File: src/rtl/dio_pkg.sv
package dio_pkg;

    typedef enum logic [1:0] {
        ST_OFF     = 2'd0,
        ST_ARMED   = 2'd1,
        ST_PENDING = 2'd2
    } irq_state_t;

    // Sub-offset within one four-byte lane group: lane k owns offsets 4k..4k+3
    localparam logic [1:0] SUB_OUT  = 2'd0;
    localparam logic [1:0] SUB_IN   = 2'd1;
    localparam logic [1:0] SUB_CTRL = 2'd2;

    typedef struct packed {
        logic arm;
        logic disarm;
        logic ack;
    } irq_cmd_t;

endpackage

File: src/rtl/dio_bus_decode.sv
module dio_bus_decode
    import dio_pkg::*;
#(
    parameter int DATA_W = 8,
    parameter int ADDR_W = 3,
    parameter int LANES  = 2
) (
    input  logic                      clk,
    input  logic                      rst_n,
    input  logic [ADDR_W-1:0]         bus_addr,
    input  logic                      bus_wr,
    input  logic                      bus_rd,
    input  logic [LANES*DATA_W-1:0]   in_sync,
    output logic [LANES-1:0]          ld_lane,
    output irq_cmd_t                  cmd,
    output logic [DATA_W-1:0]         bus_rdata
);

    localparam int LANE_W = ADDR_W - 2;

    logic [LANE_W-1:0] lane_sel;
    logic [1:0]        sub_sel;
    logic [DATA_W-1:0] rd_mux;

    assign lane_sel = bus_addr[ADDR_W-1:2];
    assign sub_sel  = bus_addr[1:0];

    // Output latch load strobes, one per lane
    for (genvar k = 0; k < LANES; k++) begin : g_ld
        assign ld_lane[k] = bus_wr && (sub_sel == SUB_OUT)
                            && (lane_sel == LANE_W'(k));
    end

    // Interrupt side effects live only in lane group 0
    always_comb begin
        cmd.arm    = bus_rd && (lane_sel == '0) && (sub_sel == SUB_CTRL);
        cmd.disarm = bus_wr && (lane_sel == '0) && (sub_sel == SUB_CTRL);
        cmd.ack    = bus_wr && (lane_sel == '0) && (sub_sel == SUB_IN);
    end

    // Read mux: only input bytes return data, everything else reads zero
    always_comb begin
        rd_mux = '0;
        for (int k = 0; k < LANES; k++) begin
            if (bus_rd && (sub_sel == SUB_IN) && (lane_sel == LANE_W'(k))) begin
                rd_mux = in_sync[k*DATA_W +: DATA_W];
            end
        end
    end

    always_ff @(posedge clk) begin
        if (!rst_n) begin
            bus_rdata <= '0;
        end else begin
            bus_rdata <= rd_mux;
        end
    end

endmodule

File: src/rtl/dio_in_sync.sv
module dio_in_sync #(
    parameter int WIDTH  = 16,
    parameter int STAGES = 2
) (
    input  logic             clk,
    input  logic             rst_n,
    input  logic [WIDTH-1:0] pin_in,
    output logic [WIDTH-1:0] in_sync,
    output logic             chg_any
);

    logic [WIDTH-1:0] stg [STAGES];
    logic [WIDTH-1:0] prev;

    always_ff @(posedge clk) begin
        if (!rst_n) begin
            for (int s = 0; s < STAGES; s++) begin
                stg[s] <= '0;
            end
            prev <= '0;
        end else begin
            stg[0] <= pin_in;
            for (int s = 1; s < STAGES; s++) begin
                stg[s] <= stg[s-1];
            end
            prev <= stg[STAGES-1];
        end
    end

    assign in_sync = stg[STAGES-1];
    // Both edges on any line count as a change
    assign chg_any = |(stg[STAGES-1] ^ prev);

endmodule

File: src/rtl/dio_irq_fsm.sv
module dio_irq_fsm
    import dio_pkg::*;
(
    input  logic     clk,
    input  logic     rst_n,
    input  irq_cmd_t cmd,
    input  logic     chg_any,
    output logic     irq_req
);

    irq_state_t state_q, state_n;

    always_comb begin
        state_n = state_q;
        unique case (state_q)
            ST_OFF: begin
                if (cmd.arm) state_n = ST_ARMED;
            end
            ST_ARMED: begin
                if (chg_any) state_n = ST_PENDING;
            end
            ST_PENDING: begin
                // a fresh change outranks the acknowledge
                if (cmd.ack && !chg_any) state_n = ST_ARMED;
            end
            default: state_n = ST_OFF;
        endcase
        if (cmd.disarm) state_n = ST_OFF;
    end

    // State register
    always_ff @(posedge clk) begin
        if (!rst_n) begin
            state_q <= ST_OFF;
        end else begin
            state_q <= state_n;
        end
    end

    // Output register
    always_ff @(posedge clk) begin
        if (!rst_n) begin
            irq_req <= 1'b0;
        end else begin
            irq_req <= (state_n == ST_PENDING);
        end
    end

endmodule

File: src/rtl/dio_out_latch.sv
module dio_out_latch #(
    parameter int              DATA_W    = 8,
    parameter int              LANES     = 2,
    parameter logic [DATA_W-1:0] RESET_VAL = '1
) (
    input  logic                    clk,
    input  logic                    rst_n,
    input  logic [LANES-1:0]        ld_lane,
    input  logic [DATA_W-1:0]       wdata,
    output logic [LANES*DATA_W-1:0] drive_out
);

    for (genvar k = 0; k < LANES; k++) begin : g_lane
        always_ff @(posedge clk) begin
            if (!rst_n) begin
                drive_out[k*DATA_W +: DATA_W] <= RESET_VAL;
            end else if (ld_lane[k]) begin
                drive_out[k*DATA_W +: DATA_W] <= wdata;
            end
        end
    end

endmodule

File: src/rtl/dio_port_ctrl.sv
module dio_port_ctrl
    import dio_pkg::*;
#(
    parameter int                DATA_W      = 8,
    parameter int                ADDR_W      = 3,
    parameter int                LANES       = 2,
    parameter int                SYNC_STAGES = 2,
    parameter logic [DATA_W-1:0] OUT_RESET   = '1
) (
    input  logic                    clk,
    input  logic                    rst_n,
    input  logic [ADDR_W-1:0]       bus_addr,
    input  logic [DATA_W-1:0]       bus_wdata,
    input  logic                    bus_wr,
    input  logic                    bus_rd,
    output logic [DATA_W-1:0]       bus_rdata,
    input  logic [LANES*DATA_W-1:0] pin_in,
    output logic [LANES*DATA_W-1:0] drive_out,
    output logic                    irq_req
);

    localparam int IO_W = LANES * DATA_W;

    logic [IO_W-1:0]  in_sync;
    logic             chg_any;
    logic [LANES-1:0] ld_lane;
    irq_cmd_t         cmd;

    dio_in_sync #(.WIDTH(IO_W), .STAGES(SYNC_STAGES)) u_sync (
        .clk     (clk),
        .rst_n   (rst_n),
        .pin_in  (pin_in),
        .in_sync (in_sync),
        .chg_any (chg_any)
    );

    dio_bus_decode #(.DATA_W(DATA_W), .ADDR_W(ADDR_W), .LANES(LANES)) u_dec (
        .clk       (clk),
        .rst_n     (rst_n),
        .bus_addr  (bus_addr),
        .bus_wr    (bus_wr),
        .bus_rd    (bus_rd),
        .in_sync   (in_sync),
        .ld_lane   (ld_lane),
        .cmd       (cmd),
        .bus_rdata (bus_rdata)
    );

    dio_out_latch #(.DATA_W(DATA_W), .LANES(LANES), .RESET_VAL(OUT_RESET)) u_out (
        .clk       (clk),
        .rst_n     (rst_n),
        .ld_lane   (ld_lane),
        .wdata     (bus_wdata),
        .drive_out (drive_out)
    );

    dio_irq_fsm u_irq (
        .clk     (clk),
        .rst_n   (rst_n),
        .cmd     (cmd),
        .chg_any (chg_any),
        .irq_req (irq_req)
    );

endmodule

File: config.mk
export PLATFORM = sky130hd
export DESIGN_NAME = dio_port_ctrl
export DESIGN_NICKNAME = d
export VERILOG_FILES = /design/src/rtl/dio_pkg.sv /design/src/rtl/dio_bus_decode.sv /design/src/rtl/dio_in_sync.sv /design/src/rtl/dio_irq_fsm.sv /design/src/rtl/dio_out_latch.sv /design/src/rtl/dio_port_ctrl.sv
export SDC_FILE = /design/constraint.sdc
export NUM_CORES = 1
export LEC_CHECK = 0
export BUFFER_PORTS_ARGS = -buffer_cell sky130_fd_sc_hd__buf_2
export CAP_MARGIN = 0
export CORE_MARGIN = 2
export CORE_UTILIZATION = 52
export DETAILED_ROUTE_END_ITERATION = 8
export PLACE_DENSITY = 0.74
export SETUP_SLACK_MARGIN = 0.1
export SYNTH_ARGS = -nofsm -noshare
export SYNTH_HDL_FRONTEND = slang
export SYNTH_SLANG_ARGS = --single-unit
File: constraint.sdc
create_clock -name clk -period 2.5 [get_ports clk]
set_input_delay 0.125 -clock clk [delete_from_list [all_inputs] [get_ports clk]]
set_output_delay 0.125 -clock clk [all_outputs]
set_load 0.02 [all_outputs]
### After elaboration in Yosys (flattened, before gate mapping)

Memories as Yosys holds them, arrays and structs flattened.
Index checks and enable logic that the tools add are counted.

* bits of input ports: 31
* bits in registers: 43
* memory bits (writable): 32
* output and inout bits: 25
* word-level logic and storage cells: 43
* memories: 1

Memory list
* u_sync.stg: words 2, width 16, read ports 2, clocked after memory_dff 0, wr ports 2, line dio_in_sync.sv:12 `logic [WIDTH-1:0] stg [STAGES];`

* equality and inequality tests: 5
* bitwise logic cells: 4
* reduce and logical (&&, ||, !) cells: 16
* multiplexer cells: 11

Operator list (number)
* 16-bit two-way mux: 2
* 8-bit two-way mux: 2
* 16-bit OR reduction: 1
* 16-bit bitwise XOR: 1
* 1-bit logical AND: 12
* 2-bit two-way mux: 4
* 2-bit equality test, second input constant: 3
* 2-bit case mux with 3 select lines: 1
* 2-bit by 1-bit equality test with 1-bit output, second input constant: 2
* 2-bit zero test: 2
* 1-bit two-way mux: 2
* 1-bit OR: 2
* 1-bit zero test: 1
* 1-bit inverter: 1

### Logic depth before layout (Yosys ltp)

Gate-level depths: netlist of the first run.

* depth in word-level cells: 8
* depth in mapped cells: 5
* mapped depth without buffers: 5

### Hierarchy

A second synthesis of the first run with hierarchy kept.

* cells, all modules: 237
* area total of the unflattened synthesis: 2642.5 um2

By module, submodules not included
* dio_in_sync: cells each 138, instances 1, area each 1576.5 um2
* dio_out_latch: cells each 52, instances 1, area each 575.6 um2
* dio_bus_decode: cells each 33, instances 1, area each 352.8 um2
* dio_irq_fsm: cells each 14, instances 1, area each 137.6 um2

### Worst setup path after synthesis of the first run

No wires, ideal clock.

* path type: register -> register
* start: memory u_sync.stg[1][10], in the netlist u_sync.stg[0][26]
* end: register u_irq.irq_req
* clock period less this slack: 1.312 ns
* path slack: 1.188 ns
* setup time: 0.115 ns
* stages on the path, launching flop included: 6
* data arrival time: 1.198 ns
* cell sequence: dfxtp_1 xnor2_1 nand4_1 nor4_2 a21oi_1 o21a_1

RTL lines
* start, declared: line dio_in_sync.sv:12
* end signal, assigned: line dio_irq_fsm.sv:45 `irq_req <= (state_n == ST_PENDING);`
* end, declared: line dio_irq_fsm.sv:8 `output logic irq_req`

==> flow_metrics.env, run 1 <==
export IMPL_status="complete, no violations"
export IMPL_layout_drive_gt1_share_pct=24.0
export IMPL_yosys_area_share_simple_pct=23.9
export IMPL_min_path_type="in2reg"
export IMPL_crit_required_ns=2.73
export IMPL_fin_crit_ns=1.48
export IMPL_synth_async_reset_ratio_pct=0
export IMPL_multiInputGateArea_um2=932
export IMPL_crit_type="reg2reg"
export IMPL_postCtsHoldBufs=24
export IMPL_cts_resized=0
export IMPL_fp_dieH_um=73.1
export IMPL_post_cts_buffers=0
export IMPL_core_area_um2=4660
export IMPL_die_x_um=73.1
export IMPL_clk_latency_ns=0.33
export IMPL_synth_edff_count=0
export IMPL_register_area_um2=1500
export IMPL_layout_commonest_cell="dfxtp_1"
export IMPL_p_leak_nw=1.38
export IMPL_arrival_ns=1.71
export IMPL_cts_sinks=75
export IMPL_synth_xor_area_share_pct=5.64
export IMPL_r2r_end="u_irq.state_q[1]"
export IMPL_pre_cts_ws_ns=1.01
export IMPL_grt_antenna_before_repair=0
export IMPL_synth_area_um2=2480
export IMPL_syn_num_nets=262
export IMPL_crit_fanout=3
export IMPL_rsz0062_at_grt="false"
export IMPL_synth_flop_cell="dfxtp_1"
export IMPL_cts_tree="yes"
export IMPL_drt_iter0_drc=49
export IMPL_first_pass_iters=4
export IMPL_holdPathEnd="u_irq.state_q[0]"
export IMPL_crit_path_end_kind="flop"
export IMPL_ant_nets=0
export IMPL_layout_common_cells="75 x dfxtp_1, 55 x buf_2, 47 x and2_1, 27 x nand2_1, 24 x dlygate4sd3_1"
export IMPL_diodes=0
export IMPL_ff2ff_setup_slack_ns=1.02
export IMPL_drv_slew=0
export IMPL_synth_area_per_cell_um2=10.8
export IMPL_ys_seq_area_share_pct=60.5
export IMPL_detail_route_vias_per_cell=4.61
export IMPL_nets=344
export IMPL_grtUsageTotal_pct=17.1
export IMPL_numCtsBuffers=9
export IMPL_yosysWarnings=0
export IMPL_min_path_cells=3
export IMPL_fmax_ghz=0.674
export IMPL_synth_cells=231
export IMPL_routed_wl_um=4140
export IMPL_synthAdderAreaFrac_pct=0
export IMPL_port_buffers=55
export IMPL_tightestPinTransition_ns=0.503
export IMPL_fin_ws_ns=1.02
export IMPL_muxShareOfSynthArea_pct=6.45
export IMPL_fill_cells=361
export IMPL_wire_per_inst_um=11.2
export IMPL_power_density_nw_per_um2=722
export IMPL_r2r_start="u_sync.stg[0][23]"
export IMPL_fin_crit_sh_pct=59.3
export IMPL_worstSetupStartpointType="flop"
export IMPL_num_vias=1711
export IMPL_setup_tns_ns=0
export IMPL_fin_skew_ns=0.00784
export IMPL_ios=56
export IMPL_setup_viol=0
export IMPL_synth_top_family_by_area="simple AND/OR/NAND/NOR gates"
export IMPL_start_util_pct=53.3
export IMPL_min_delay_start="bus_rd"
export IMPL_drcViolationCount=0
export IMPL_cts_root_buf="clkbuf_8"
export IMPL_ir_worst_vdd_mv=0.580
export IMPL_die_area_um2=5350
export IMPL_max_slew_margin_pct=66.3
export IMPL_ff2ff_path_depth=5
export IMPL_grt_pass1_wl_um=6800
export IMPL_grt_max_degree=58
export IMPL_area_delta_synth_final_pct=30.3
export IMPL_place_congestion=0.722
export IMPL_grt_overflow=0
export IMPL_ys_types=25
export IMPL_cts_htree_levels=3
export IMPL_max_cap_violations=0
export IMPL_clk_pin_slew_ns=0.08
export IMPL_grt_pass1_vias=1593
export IMPL_ys_seq_elements=75
export IMPL_rows=25
export IMPL_dp_final_hpwl_um=2730
export IMPL_synth_compound_area_share_pct=1.56
export IMPL_cts_buffer_depth=2
export IMPL_finalHoldViolCount=0
[layout make-up]
class,count,area share (%)
multi-input cells,145,28.8
well taps,54,2.09
inverters,1,0.116
flip-flops and latches,75,46.4
clock inverters,4,1.55
repair buffers,81,16.4
clock buffers,11,4.68
[worst max-delay path, cell delays in order, from the launching register on]
cell and delay (ns):
dfxtp_1 0.38, xnor2_1 0.13, nand4_1 0.14, nor4_2 0.39, a21oi_1 0.15, o21a_1 0.20
[cell usage after synthesis (all sizes together), types with 2 or more instances]
library cell  number  share of area, %
nand2b             2              0.81
nor3b              3              0.91
o21a               2              0.60
mux2i             16               6.4
nand3              8               1.6
clkbuf             7               1.1
buf                3              0.81
and2              48                12
nor2              10               1.5
nand4              5               1.3
a21oi              2              0.40
dfxtp             75                60
nand2             27               4.1
xnor2             16               5.6
[sequential cells by signal, indices dropped and copies added (netlist names)]
name / cells
u_dec.bus_rdata: 8
u_sync.prev: 16
u_irq.state_q: 2
u_sync.stg: 32
u_irq.irq_req: 1
u_out.drive_out: 16
[through the flow]
stage,cell area (µm²),total power [mW],hold WS (ns),std cells,util [%]
floorplan,2480,1.37,0.249,231,-
global placement,2800,1.42,0.333,332,60.0
detailed placement,2800,1.42,0.335,332,60.0
CTS,3240,2.37,0.0322,371,69.4
global route,3240,2.43,0.0484,371,69.4
finish,3240,2.34,0.0604,371,69.4
[logic make-up after synthesis]
family | count (synthesis)
AND/OR/NAND/NOR | 107
flip-flops | 75
XOR/XNOR | 16
multiplexers | 16
buffers and inverters | 11
AO/OA/AOI/OAI | 6
[worst max path at each step]
stage                      start               end  slack [ns]  depth (start not counted)
2_1_floorplan  u_sync.stg[0][26]     u_irq.irq_req        1.19                          5
3_3_place_gp   u_sync.stg[0][19]     u_irq.irq_req        1.07                          5
3_5_place_dp   u_sync.stg[0][23]  u_irq.state_q[1]        1.01                          5
4_1_cts        u_sync.stg[0][23]  u_irq.state_q[1]        0.99                          5
5_1_grt        u_sync.stg[0][23]     u_irq.irq_req        0.91                          5
6_report       u_sync.stg[0][23]  u_irq.state_q[1]        1.02                          5
[power breakdown]
part | total, mW | internal [mW] | switching (mW) | leakage, nW
logic | 0.169 | 0.0937 | 0.0754 | 0.672
clock network | 0.914 | 0.508 | 0.407 | 0.0974
registers | 1.25 | 1.23 | 0.0185 | 0.614
total | 2.34 | 1.84 | 0.500 | 1.38
[layer usage]
layer | vias up | wire length, µm | GRT usage (%)
li1 | 901 | - | -
met3 | 8 | 169 | 6.63
met5 | - | 0 | 0
met2 | 31 | 1980 | 27.8
met4 | 0 | 84 | 9.26
met1 | 771 | 1900 | 19.2
(Power assumes the default switching activity.)
==> run 2: changes to the inputs <==
- clock period: 2.5 -> 1.5 ns (I/O delays scaled with it)
==> flow_metrics.env, run 2 (synthesis results as in run 1) <==
export IMPL_status="complete, no violations"
export IMPL_cts_tree="yes"
export IMPL_nets=349
export IMPL_slowest_delay_ns=0.40
export IMPL_timing_hold_ws_ns=0.0158
export IMPL_top_regs="u_sync.stg: 32 flops, u_out.drive_out: 16 flops, u_sync.prev: 16 flops"
export IMPL_crit_required_ns=1.73
export IMPL_p_leak_nw=1.44
export IMPL_fin_skew_ns=0.00705
export IMPL_cts_root_buf="clkbuf_8"
export IMPL_routed_wl_um=4700
export IMPL_grt_pass1_vias=1704
export IMPL_cts_sinks=75
export IMPL_clk_latency_ns=0.34
export IMPL_largest_reg_flops=32
export IMPL_fin_crit_ns=1.47
export IMPL_worstSetupStartpointType="flop"
export IMPL_drt_iter0_drc=50
export IMPL_area_delta_synth_final_pct=35.5
export IMPL_grt_pass1_wl_um=7420
export IMPL_crit_path_end_kind="flop"
export IMPL_drv_slew=0
export IMPL_fp_dieH_um=73.1
export IMPL_arrival_ns=1.70
export IMPL_tightestPinTransition_ns=0.533
export IMPL_diodes=0
export IMPL_dp_final_hpwl_um=2820
export IMPL_finalHoldViolCount=0
export IMPL_core_area_um2=4660
export IMPL_fmax_ghz=0.682
export IMPL_grt_overflow=0
export IMPL_crit_path_top_delay_cell="nor4_4"
export IMPL_cts_htree_levels=3
export IMPL_cts_buffer_depth=2
export IMPL_path_cells="xnor2_2, nand4_1, nor4_4, a21oi_2, o21a_1"
export IMPL_numCtsBuffers=9
export IMPL_fin_crit_sh_pct=97.7
export IMPL_ios=56
export IMPL_detail_route_vias_per_cell=4.77
export IMPL_place_congestion=0.746
export IMPL_die_area_um2=5350
export IMPL_layout_commonest_cell="dfxtp_1"
export IMPL_crit_type="reg2reg"
export IMPL_wire_per_inst_um=12.5
export IMPL_rsz0062_at_grt="true"
export IMPL_ir_worst_vdd_mv=0.947
export IMPL_p_total_mw=3.94
export IMPL_max_cap_violations=0
export IMPL_min_path_type="in2reg"
export IMPL_first_pass_iters=4
export IMPL_fill_cells=352
export IMPL_start_util_pct=53.3
export IMPL_crit_fanout=3
export IMPL_num_vias=1794
export IMPL_drcViolationCount=0
export IMPL_layout_common_cells="60 x dfxtp_1, 55 x buf_2, 47 x and2_1, 26 x nand2_1, 24 x dlygate4sd3_1"
export IMPL_setup_viol=0
export IMPL_grt_antenna_before_repair=0
export IMPL_grtUsageTotal_pct=18.7
export IMPL_ant_nets=0
export IMPL_port_buffers=55
export IMPL_die_x_um=73.1
export IMPL_rows=25
export IMPL_grt_max_degree=44
export IMPL_layout_drive_gt1_share_pct=32.9
export IMPL_max_slew_margin_pct=64.3
export IMPL_clk_pin_slew_ns=0.07
export IMPL_regMostFlops="u_sync.stg"
export IMPL_power_density_nw_per_um2=1170
-- run 2: cell types whose count changed in the layout (fill, tap and decap cells not counted), moves of 5 or more --
cell and change:
dfxtp_1 -15, xnor2_2 +6, xnor2_1 -6, dfxtp_2 +14
buf_4 +5
-- run 2: what timing repair did --
item,in CTS,in global routing
hold endpoints to repair,31,0
setup buffers,1,2
gates resized for setup,12,15
hold buffers,24,0
pin swaps,8,8
endpoints found under the setup margin,2,3
-- run 2: stage by stage --
stage / setup slack [ns] / TNS [ns] / cell area [µm²] / std cells / utilization [%]
after CTS: 0.0468 / 0 / 3310 / 374 / 71.0
after floorplan: 0.188 / 0 / 2480 / 231 / -
after global placement: 0.0359 / 0 / 2810 / 334 / 60.3
after detailed placement: 0.0128 / 0 / 2810 / 334 / 60.3
final: 0.0347 / 0 / 3360 / 376 / 72.2
after global routing: -0.0353 / -0.0756 / 3360 / 376 / 72.2
-- run 2: path summary, 6_finish.rpt --
path | from | to | slack (ns) | cells after the start
min | bus_rd | u_irq.state_q[0] | 0.02 | 3
max | u_sync.prev[3] | u_irq.irq_req | 0.03 | 5
max reg2reg | u_sync.prev[3] | u_irq.irq_req | 0.03 | 5
min reg2reg | u_sync.stg[0][0] | u_sync.stg[0][16] | 0.43 | 1
-- run 2: worst max-delay path: cells and delay by family (launching register included) --
kind	cells	cell delay (ns)
xor+xnor	1	0.12
simple gates	2	0.58
flops	1	0.36
compound gates	2	0.31
-- run 2: power breakdown --
group | leakage [nW] | total (mW) | switching, mW | internal (mW)
combinational | 0.717 | 0.313 | 0.140 | 0.172
sequential | 0.621 | 2.09 | 0.0350 | 2.06
clock | 0.0974 | 1.53 | 0.682 | 0.846
-- run 2: layout make-up --
| class | count | area, µm² | share of cell area (%) |
|---|---|---|---|
| sequential | 75 | 1520 | 45.3 |
| multi-input combinational | 145 | 1000 | 29.8 |
| timing repair buffer | 86 | 568 | 16.9 |
| clock buffer | 11 | 151 | 4.50 |
| tap | 54 | 67.6 | 2.01 |
| clock inverter | 4 | 50.0 | 1.49 |
| inverter | 1 | 3.75 | 0.112 |
-- run 2: layer usage --
layer  GRT usage, %  part of all wire (%)  vias up  routed length (µm)
li1               -                     -      914                   -
met1           20.4                    42      824                1990
met2           31.9                    51       42                2380
met3           5.66                   3.6       14                 171
met4           10.9                   3.2        0                 151
met5              0                     0        -                   0
==> run 3: changes to the inputs <==
- CORE_UTILIZATION: 52 -> 40
- PLACE_DENSITY: 0.74 -> 0.59
==> flow_metrics.env, run 3 (synthesis results as in run 1) <==
export IMPL_fmax_ghz=0.674
export IMPL_fp_dieH_um=82.8
export IMPL_p_total_mw=4.05
export IMPL_ios=56
export IMPL_regMostFlops="u_sync.stg"
export IMPL_ff2ff_setup_slack_ns=0.02
export IMPL_detail_route_vias_per_cell=4.42
export IMPL_routed_wl_um=4640
export IMPL_die_x_um=82.8
export IMPL_dpl_cell_area_um2=2850
export IMPL_grt_pass1_wl_um=7600
export IMPL_num_vias=1765
export IMPL_crit_type="reg2reg"
export IMPL_grt_max_degree=29
export IMPL_ant_nets=0
export IMPL_rsz0062_at_grt="true"
export IMPL_diodes=0
export IMPL_top_regs="u_sync.stg: 32 flops, u_out.drive_out: 16 flops, u_sync.prev: 16 flops"
export IMPL_clk_latency_ns=0.34
export IMPL_cts_htree_levels=3
export IMPL_register_area_um2=1510
export IMPL_cts_buffer_depth=2
export IMPL_fin_crit_ns=1.48
export IMPL_fin_area_um2=3370
export IMPL_ir_worst_vdd_mv=0.720
export IMPL_area_delta_synth_final_pct=35.5
export IMPL_port_buffers=55
export IMPL_setup_tns_ns=0
export IMPL_core_area_um2=5960
export IMPL_rows=28
export IMPL_setup_viol=0
export IMPL_fill_cells=535
export IMPL_cts_sinks=75
export IMPL_timing_hold_ws_ns=0.0476
export IMPL_first_pass_iters=4
export IMPL_grt_overflow=0
export IMPL_cts_tree="yes"
export IMPL_clk_pin_slew_ns=0.08
export IMPL_wire_per_inst_um=11.6
export IMPL_p_leak_nw=1.42
export IMPL_arrival_ns=1.72
export IMPL_multiInputGateArea_um2=961
export IMPL_layout_commonest_cell="dfxtp_1"
export IMPL_cts_root_buf="clkbuf_8"
export IMPL_largest_reg_flops=32
export IMPL_min_path_type="in2reg"
export IMPL_fin_skew_ns=0.00959
export IMPL_layout_drive_gt1_share_pct=28.7
export IMPL_start_util_pct=41.7
export IMPL_power_density_nw_per_um2=1200
export IMPL_crit_path_end_kind="flop"
export IMPL_drv_slew=0
export IMPL_nets=350
export IMPL_die_area_um2=6860
export IMPL_max_cap_violations=0
export IMPL_crit_fanout=3
export IMPL_max_slew_margin_pct=73.2
export IMPL_layout_common_cells="67 x dfxtp_1, 55 x buf_2, 47 x and2_1, 27 x nand2_1, 25 x dlygate4sd3_1"
export IMPL_drt_iter0_drc=46
export IMPL_finalHoldViolCount=0
export IMPL_drcViolationCount=0
export IMPL_grt_pass1_vias=1707
export IMPL_tightestPinTransition_ns=0.402
export IMPL_fin_crit_sh_pct=99.0
export IMPL_place_congestion=0.698
export IMPL_crit_required_ns=1.74
export IMPL_dp_final_hpwl_um=2980
export IMPL_numCtsBuffers=9
export IMPL_grt_antenna_before_repair=0
export IMPL_status="complete, no violations"
export IMPL_worstSetupStartpointType="flop"
export IMPL_grtUsageTotal_pct=15.3
## run 3: cell types whose count changed in the layout (fill, tap and decap cells not counted), sizes merged
cell,change
clkinvlp,+2
bufinv,+1
clkbuf,-1
clkinv,-1
dlygate4sd3,+1
## run 3: through the flow
step           setup WS, ns  cells  utilization [%]
2_1_floorplan         0.188    231                -
3_3_place_gp         0.0800    357             47.9
3_5_place_dp         0.0246    357             47.9
4_1_cts              0.0317    398             56.3
5_1_grt             -0.0714    399             56.5
6_report             0.0154    399             56.5
## run 3: final timing paths
kind	startpoint	end	cells past startpoint
worst max-delay path	u_sync.stg[0][22]	u_irq.state_q[1]	5
worst min-delay path	bus_addr[1]	u_irq.state_q[0]	3
worst max register to register	u_sync.stg[0][22]	u_irq.state_q[1]	5
worst min register to register	u_sync.stg[0][15]	u_sync.stg[0][31]	1
## run 3: repair_timing
item                                    CTS  global route
gates cloned                              0             0
endpoints found under the setup margin    2             3
endpoints found under the hold margin    33             0
gates resized for setup                   9             4
setup buffers                             0             1
hold buffers                             25             0
pin swaps                                 5             4
## run 3: final cells by class
class	instances	share of cell area [%]
Multi-Input combinational cell	145	28.6
Sequential cell	75	44.9
Clock buffer	10	3.79
Tap cell	75	2.79
Timing Repair Buffer	87	17.2
Inverter	1	0.112
Clock inverter	6	2.68
## run 3: power by group
part           switching (mW)  internal [mW]  leakage [nW]  total (mW)
combinational           0.139          0.167         0.709       0.307
clock                   0.720          0.936        0.0947        1.66
sequential             0.0315           2.06         0.617        2.09
total                   0.891           3.16          1.42        4.05
## run 3: per-layer routing
layer | wire [µm] | track usage (%)
met5 | 0 | 0
met4 | 85 | 7.38
met3 | 211 | 5.30
met2 | 2350 | 26.0
met1 | 1990 | 17.2
## run 3: worst max-delay path, stage by stage, from the launching register on
cell and delay (ns):
dfxtp_2 0.35, xnor2_1 0.12, nand4_1 0.20, nor4_4 0.42
nor3b_2 0.10, o21a_1 0.20
